==> src/rtl/crc_frame_tx.sv <==
module crc_frame_tx #(
  parameter int DATA_W = 8,
  parameter int CRC_W  = 8
) (
  input  logic              clk,
  input  logic              rst_n,
  input  logic              load_i,
  input  logic [DATA_W-1:0] data_i,
  input  logic [CRC_W-1:0]  divisor_i,
  input  logic              shift_i,
  output logic              tx_o,
  output logic              busy_o
);
  localparam int FRAME_BITS = DATA_W + CRC_W + 3;
  localparam int CNT_W      = $clog2(FRAME_BITS + 2);

  logic [DATA_W-1:0]     hold_data;
  logic [CRC_W-1:0]      hold_div;
  logic [FRAME_BITS-1:0] sreg;
  logic [CNT_W-1:0]      cnt;
  logic                  pend;
  logic                  busy_q;
  logic                  tx_q;

  function automatic logic [CRC_W-1:0] crc_of(input logic [DATA_W-1:0] d,
                                               input logic [CRC_W-1:0] poly);
    logic [CRC_W-1:0] r;
    r = '0;
    for (int i = DATA_W - 1; i >= 0; i--) begin
      if (r[CRC_W-1] ^ d[i]) r = (r << 1) ^ poly;
      else                   r = r << 1;
    end
    return r;
  endfunction

  function automatic logic [CRC_W-1:0] flip(input logic [CRC_W-1:0] v);
    logic [CRC_W-1:0] o;
    for (int i = 0; i < CRC_W; i++) o[i] = v[CRC_W-1-i];
    return o;
  endfunction

  wire accept  = load_i && !busy_q;
  wire advance = shift_i && busy_q && !pend;
  wire last    = (cnt == CNT_W'(FRAME_BITS));
  wire parity  = ^hold_data;
  wire [CRC_W-1:0] rem = crc_of(hold_data, hold_div);

  always_ff @(posedge clk) begin
    if (!rst_n) begin
      hold_data <= '0;
      hold_div  <= '0;
      sreg      <= '1;
      cnt       <= '0;
      pend      <= 1'b0;
      busy_q    <= 1'b0;
      tx_q      <= 1'b1;
    end else begin
      if (accept) begin
        hold_data <= data_i;
        hold_div  <= divisor_i;
        busy_q    <= 1'b1;
        pend      <= 1'b1;
        cnt       <= '0;
      end else if (pend) begin
        sreg <= {1'b1, flip(rem), parity, hold_data, 1'b0};
        pend <= 1'b0;
      end else if (advance) begin
        if (last) begin
          busy_q <= 1'b0;
          cnt    <= '0;
        end else begin
          tx_q <= sreg[0];
          sreg <= {1'b1, sreg[FRAME_BITS-1:1]};
          cnt  <= cnt + 1'b1;
        end
      end
    end
  end

  assign tx_o   = tx_q;
  assign busy_o = busy_q;

  a_r1_idle_line_high: assert property (@(posedge clk) disable iff (!rst_n)
    !busy_o |-> tx_o);
  a_r2_load_sets_busy: assert property (@(posedge clk) disable iff (!rst_n)
    (load_i && !busy_o) |=> busy_o);
  a_r3_start_low: assert property (@(posedge clk) disable iff (!rst_n)
    (busy_o && !pend && cnt == '0 && shift_i) |=> !tx_o);
  a_r8_busy_ends_on_tick: assert property (@(posedge clk) disable iff (!rst_n)
    $fell(busy_o) |-> ($past(shift_i) && tx_o));
  a_r9_hold_kept_while_busy: assert property (@(posedge clk) disable iff (!rst_n)
    busy_o |=> ($stable(hold_data) || !$past(busy_o)));
  a_r10_divisor_kept: assert property (@(posedge clk) disable iff (!rst_n)
    (busy_o && !load_i) |=> $stable(hold_div));
  a_r11_tx_moves_on_tick: assert property (@(posedge clk) disable iff (!rst_n)
    !shift_i |=> $stable(tx_o));
endmodule

==> config.mk <==
export PLATFORM = sky130hd
export DESIGN_NAME = crc_frame_tx
export DESIGN_NICKNAME = d
export VERILOG_FILES = /design/src/rtl/crc_frame_tx.sv
export SDC_FILE = /design/constraint.sdc
export NUM_CORES = 1
export LEC_CHECK = 0
export BUFFER_PORTS_ARGS = -buffer_cell sky130_fd_sc_hd__buf_4
export CORE_UTILIZATION = 56
export DETAILED_ROUTE_END_ITERATION = 10
export PLACE_DENSITY = 0.77
export SYNTH_ARGS = -nofsm -noshare
export SYNTH_HDL_FRONTEND = slang
export SYNTH_SLANG_ARGS = --single-unit
==> constraint.sdc <==
create_clock -name clk -period 3.6 [get_ports clk]
set_clock_uncertainty 0.2 [all_clocks]
set_input_delay 0.18 -clock clk [delete_from_list [all_inputs] [get_ports clk]]
set_output_delay 0.18 -clock clk [all_outputs]
set_load 0.005 [all_outputs]
# [Word level (Yosys, flattened, before mapping)]
# Cells that the tools add are included.
[classes] addsub=1 mul=0 div=0 magnitude_cmp=0 eq_ne=3 n_shift=0 muxes=17 n_bitwise=18 n_reduce_logical=14
[op_table] operator="$mux W8" count=8
[op_table] operator="$mux W19" count=3
[op_table] operator="$xor A8 B8 Y8" count=7
[op_table] operator="$reduce_xor A8 Y1" count=1
[op_table] operator="$xor A1 B1 Y1" count=7
[op_table] operator="$reduce_and A3 Y1" count=2
[op_table] operator="$reduce_bool A2 Y1" count=3
[op_table] operator="$add A5 B1 Y5 const B" count=1
[op_table] operator="$eq A5 B5 Y1 const B" count=1
[op_table] operator="$mux W1" count=5
[op_table] operator="$mux W5" count=1
[op_table] operator="$not A1 Y1" count=4
[op_table] operator="$reduce_and A4 Y1" count=1
[op_table] operator="$logic_and A1 B1 Y1" count=3
[op_table] operator="$logic_not A1 Y1" count=2
[op_table] operator="$ne A2 B1 Y1 const B" count=1
[op_table] operator="$ne A2 B2 Y1 const B" count=1
[op_table] operator="$reduce_and A2 Y1" count=1
[op_table] operator="$reduce_or A2 Y1" count=1
[totals] register_bits=43 latch_bits=0 ramBits=0 mem_bits_ro=0 inputBits=20 out_inout_bits=2 elab_cells=60 n_memories=0

# [Logic depth before layout (Yosys ltp)]
[depth] ltp_word=16 ltp_mapped=15 ltp_nobuf=12

# [Worst setup path after synthesis]
# No wires, ideal clock.
[synth_path] path_type="flip-flop to flip-flop" start="register hold_div[7]" end="register sreg[15]" setup_time_ns=0.079 arrival_ns=3.233 required_ns=3.321 setup_slack_ns=0.088 stages_incl_launch_ff=16 path_buffers=3 synth_period_minus_slack_ns=3.512 cell_sequence="dfxtp_1 buf_4 or2_1 buf_4 a21oi_4 nor4_2 or4_1 nand4_1 a211o_1 buf_6 mux2i_1 xnor3_1 xnor2_2 nand2_2 xor2_1 a211oi_2"
[synth_via] elab_chain_cells=16 elab_cells_between_ends=23 classes_between="9 x mux; 14 x bitwise"
[synth_lines] item="start, declared" line_no="18" text="logic [CRC_W-1:0] hold_div;"
[synth_lines] item="start signal, assigned" line_no="60" text="hold_div <= divisor_i;"
[synth_lines] item="$mux W8" line_no="30" text="if (r[CRC_W-1] ^ d[i]) r = (r << 1) ^ poly;"
[synth_lines] item="$xor A1 B1 Y1" line_no="30"
[synth_lines] item="$mux W8" line_no="30"
[synth_lines] item="$xor A8 B8 Y8 / $xor A1 B1 Y1 (equally long branches)" line_no="30"
[synth_lines] item="$mux W8" line_no="30"
[synth_lines] item="$xor A8 B8 Y8 / $xor A1 B1 Y1 (equally long branches)" line_no="30"
[synth_lines] item="$mux W8" line_no="30"
[synth_lines] item="$xor A8 B8 Y8 / $xor A1 B1 Y1 (equally long branches)" line_no="30"
[synth_lines] item="$mux W8" line_no="30"
[synth_lines] item="$xor A1 B1 Y1 / $xor A8 B8 Y8 (equally long branches)" line_no="30"
[synth_lines] item="$mux W8" line_no="30"
[synth_lines] item="$xor A8 B8 Y8 / $xor A1 B1 Y1 (equally long branches)" line_no="30"
[synth_lines] item="$mux W8 (*)" line_no="30"
[synth_lines] item="$xor A8 B8 Y8 / $xor A1 B1 Y1 (equally long branches)" line_no="30"
[synth_lines] item="$mux W8 (*)" line_no="30"
[synth_lines] item="$mux W19 (*)" line_no="64" text="end else if (pend) begin"
[synth_lines] item="end signal, assigned" line_no="65" text="sreg <= {1'b1, flip(rem), parity, hold_data, 1'b0};"
[synth_lines] item="end signal, assigned" line_no="73" text="sreg <= {1'b1, sreg[FRAME_BITS-1:1]};"
[synth_lines] item="end, declared" line_no="19" text="logic [FRAME_BITS-1:0] sreg;"
# Every way passes the cells marked *; elsewhere a longest branch is shown, timed or not.
# A chain may end at the register's enable or synchronous reset.

# [Final worst setup path]
[layout_path] start="register hold_data[6]" end="register sreg[11]"
[layout_via] elab_chain_cells=15 elab_cells_between_ends=21 classes_between="8 x mux; 13 x bitwise"
[layout_lines] item="start, declared" line_no="17" text="logic [DATA_W-1:0] hold_data;"
[layout_lines] item="start signal, assigned" line_no="59" text="hold_data <= data_i;"
[layout_lines] item="$xor A1 B1 Y1 (*)" line_no="30"
[layout_lines] item="$mux W8 (*)" line_no="30"
[layout_lines] item="$xor A8 B8 Y8 / $xor A1 B1 Y1 (equally long branches)" line_no="30"
[layout_lines] item="$mux W8 (*)" line_no="30"
[layout_lines] item="$xor A8 B8 Y8 / $xor A1 B1 Y1 (equally long branches)" line_no="30"
[layout_lines] item="$mux W8 (*)" line_no="30"
[layout_lines] item="$xor A8 B8 Y8 / $xor A1 B1 Y1 (equally long branches)" line_no="30"
[layout_lines] item="$mux W8 (*)" line_no="30"
[layout_lines] item="$xor A8 B8 Y8 / $xor A1 B1 Y1 (equally long branches)" line_no="30"
[layout_lines] item="$mux W8 (*)" line_no="30"
[layout_lines] item="$xor A8 B8 Y8 / $xor A1 B1 Y1 (equally long branches)" line_no="30"
[layout_lines] item="$mux W8 (*)" line_no="30"
[layout_lines] item="$xor A8 B8 Y8 / $xor A1 B1 Y1 (equally long branches)" line_no="30"
[layout_lines] item="$mux W8 (*)" line_no="30"
[layout_lines] item="$mux W19 (*)" line_no="64"
# Marks and branches as above.

==> results.yml <==
worst_setup_path:
  cp-end-kind: "register"
  r2r_cells: 15
  reg2reg_slack_ps: 150
  critPathKind: "register to register"
  worstPathArrival_ps: 3420
  reg2reg_to: "sreg[11]"
  critPathLaunchType: "register"
  crit_required_ps: 3570
  r2r_start: "hold_data[6]"
  crit_path_max_fanout: 10
placement:
  gp_congestion: 0.844
  dp.cells: 541
  dp_hpwl_um: 5670
  port_buffers: 21
hold_path:
  hold_class: "input port to register"
  hold_path.startpoint: "rst_n"
  hold_end: "tx_o"
  whs_path_depth: 2
synth:
  yosysWarnings: 0
  syn_avg_cell_area_sq_um: 7.62
  synth_edf_count: 0
  synth-seq-cells: 42
  synth_area_sq_um: 3410
  synth.distinct_cells: 69
  synthCells: 447
  yosysSeqAreaShare_pct: 24.7
  syn_nets: 468
  synthArstFlopShare_pct: 0
  synthFlopType: "dfxtp_1"
cts:
  cts_tree: "built"
  clockBufferDepth: 2
  ctsHtreeMaxLevel: 2
  clock-root-buffer: "clkbuf_8"
  path_clk_slew_ps: 80
  clk_latency_ps: 290
  cts.sinks: 42
  numCtsBuffers: 5
route:
  drtIter0Drc: 124
  vias_per_cell: 5.84
  via_count: 3338
  drc: 0
  wl_per_cell_um: 15.0
  drt-total-wl_um: 8600
  final_antenna_net_count: 0
  dr.pass1.iters: 4
power_and_ir_drop:
  intPower_w: 0.000924
  pwr-share-comb_pct: 33.3
  power_switching_share_pct: 31.5
  p_leak_nw: 1.60
  powerDensity_nw_per_um2: 322
  clkPwrFrac_pct: 27.2
  total_power_w: 0.00135
  switchingPower_w: 0.000424
  peakVddDrop_mv: 0.282
  p_seq_share_pct: 39.5
grt:
  grt_use_met3_pct: 5.14
  grtUsageMet1_pct: 35.2
  gr-max-usage-layer: "met2"
  grt_pass1_wl_um: 14400
  grt_overflow: 0
  grt_max_degree: 42
  grt_pass1_vias: 3198
  grtUsageTotal_pct: 28.4
  gr-usage-met2_pct: 48.3
  antenna_found_initial: 0
cells_and_area:
  fin_util_pct: 71.1
  final_cell_mix: "nand2_1, buf_4, dfxtp_1, xnor2_1, a21oi_1"
  final_common_cell: "nand2_1"
  num_antenna_cells: 0
  fillers: 450
  area_growth_pct: 22.8
  final_cells: 572
  fin_nets: 517
  drive_gt1_share_pct: 20.7
sta:
  period_needed_ps: 3450
  final_hold_viol_count: 0
  slew_headroom_pct: 70.9
  period_share_pct: 95.8
  slew_viol_final: 0
  clock.fmax_ghz: 0.290
  setup_viol: 0
  rsz0062_at_grt: "true"
  finalSetupTns_ps: 0
  tightest_slew_ps: 437
  worst_hold_slack_ps: 60.5
die:
  initial_core_util_pct: 57.9
  die_y_um: 80.0
  die_width_um: 80.0
  die_area_sq_um: 6400
  pin_count: 22
  row_count: 28
  coreArea_sq_um: 5890
run:
  maxCapViolCount: 0
outcome:
  status: "finished clean"
## area by class of cell
| type | instances | area (sq um) | share of cell area (%) |
|---|---|---|---|
| tap | 75 | 93.8 | 2.24 |
| inverter | 5 | 18.8 | 0.448 |
| sequential | 42 | 862 | 20.6 |
| clock inverter | 2 | 37.5 | 0.897 |
| clock buffer | 6 | 72.6 | 1.73 |
| multi-input combinational | 364 | 2460 | 58.8 |
| timing repair buffer | 78 | 641 | 15.3 |
## timing repair
| item | in CTS | in global routing |
|---|---|---|
| hold buffers | 16 | 0 |
| pin swaps | 4 | 14 |
| endpoints found under the hold margin | 16 | 0 |
| gates resized for setup | 12 | 19 |
| setup buffers | 1 | 6 |
| gates cloned | 0 | 0 |
| endpoints found under the setup margin | 7 | 8 |
## kinds of logic (layout without fill, tap and decap cells)
kind of cell             Yosys count  count (layout)  synth area share [%]
buffers and inverters             41              91                  5.69
flip-flops                        42              42                  24.7
XOR/XNOR                          58              58                  16.8
multiplexers                      16              16                  4.88
AND/OR/NAND/NOR                  182             182                  25.4
AO/OA/AOI/OAI                    107             107                  22.2
adder cells (fa/ha/maj)            1               1                 0.367
## power by group through the flow
stage / Combinational (W) / Sequential [W] / Clock (W)
after detailed placement: 0.000384 / 0.000542 / 0
after CTS: 0.000425 / 0.000532 / 0.000370
after global routing: 0.000490 / 0.000537 / 0.000393
after floorplan: 0.000301 / 0.000521 / 0
final: 0.000449 / 0.000532 / 0.000367
after global placement: 0.000374 / 0.000540 / 0
## through the flow
step / setup WS (ps) / instance area, sq um
after floorplan: 87.9 / 3410
after global placement: -13.8 / 3740
after detailed placement: -65.7 / 3740
after CTS: 5.70 / 4070
after global routing: -54.8 / 4190
final: 151 / 4190
## synthesized netlist by cell type (3+ instances only)
library cell | instances | area share (%)
o21ai_0 | 18 | 2.6
a22oi_1 | 6 | 1.3
buf_2 | 8 | 1.2
or3_1 | 6 | 1.1
dfxtp_1 | 42 | 25
and3_1 | 4 | 0.73
a32oi_1 | 4 | 1.0
nor3_1 | 8 | 1.2
a21boi_0 | 18 | 4.0
xnor2_1 | 37 | 9.5
o21ai_1 | 4 | 0.59
nand4_1 | 4 | 0.73
nand3_1 | 8 | 1.2
nand3b_1 | 3 | 0.66
xor2_1 | 15 | 3.9
nand2_1 | 102 | 11
nor2b_1 | 9 | 1.7
a21o_1 | 3 | 0.66
mux2i_1 | 14 | 4.1
inv_1 | 4 | 0.44
clkbuf_1 | 19 | 2.1
o211ai_1 | 11 | 2.4
buf_1 | 3 | 0.33
nand2b_1 | 4 | 0.73
nor2_1 | 14 | 1.5
buf_4 | 4 | 0.88
a21oi_1 | 21 | 3.1
nor3b_1 | 3 | 0.66
## critical path: stages (launching register included)
cell and delay [ps]:
dfxtp_4 370, buf_4 140, buf_4 170, a21boi_0 150
a221o_1 400, xnor2_2 170, and4_1 190, a211o_1 320
buf_6 160, xnor2_1 190, buf_4 180, nand2_1 70
xnor2_1 240, xnor2_2 140, xor2_1 160, a22oi_1 70
## state kept, by name, indices dropped and copies added (netlist names)
| name | cells |
|---|---|
| sreg | 18 |
| hold_data | 8 |
| hold_div | 8 |
| cnt | 5 |
| busy_o | 1 |
| pend | 1 |
| tx_o | 1 |
## routing by layer
layer	vias to the layer above	routed length [um]
li1	1648	-
met1	1585	3750
met2	91	4290
met3	14	414
met4	0	146
met5	-	0
## worst max path at each step
stage | from | end | cells after the start
after floorplan | hold_div[7] | sreg[15] | 15
after global placement | hold_div[6] | sreg[15] | 12
after detailed placement | hold_data[6] | sreg[15] | 13
after CTS | hold_data[6] | sreg[15] | 14
after global routing | hold_data[6] | sreg[11] | 15
final | hold_data[6] | sreg[11] | 15
Power figures use the tool's default switching activity.
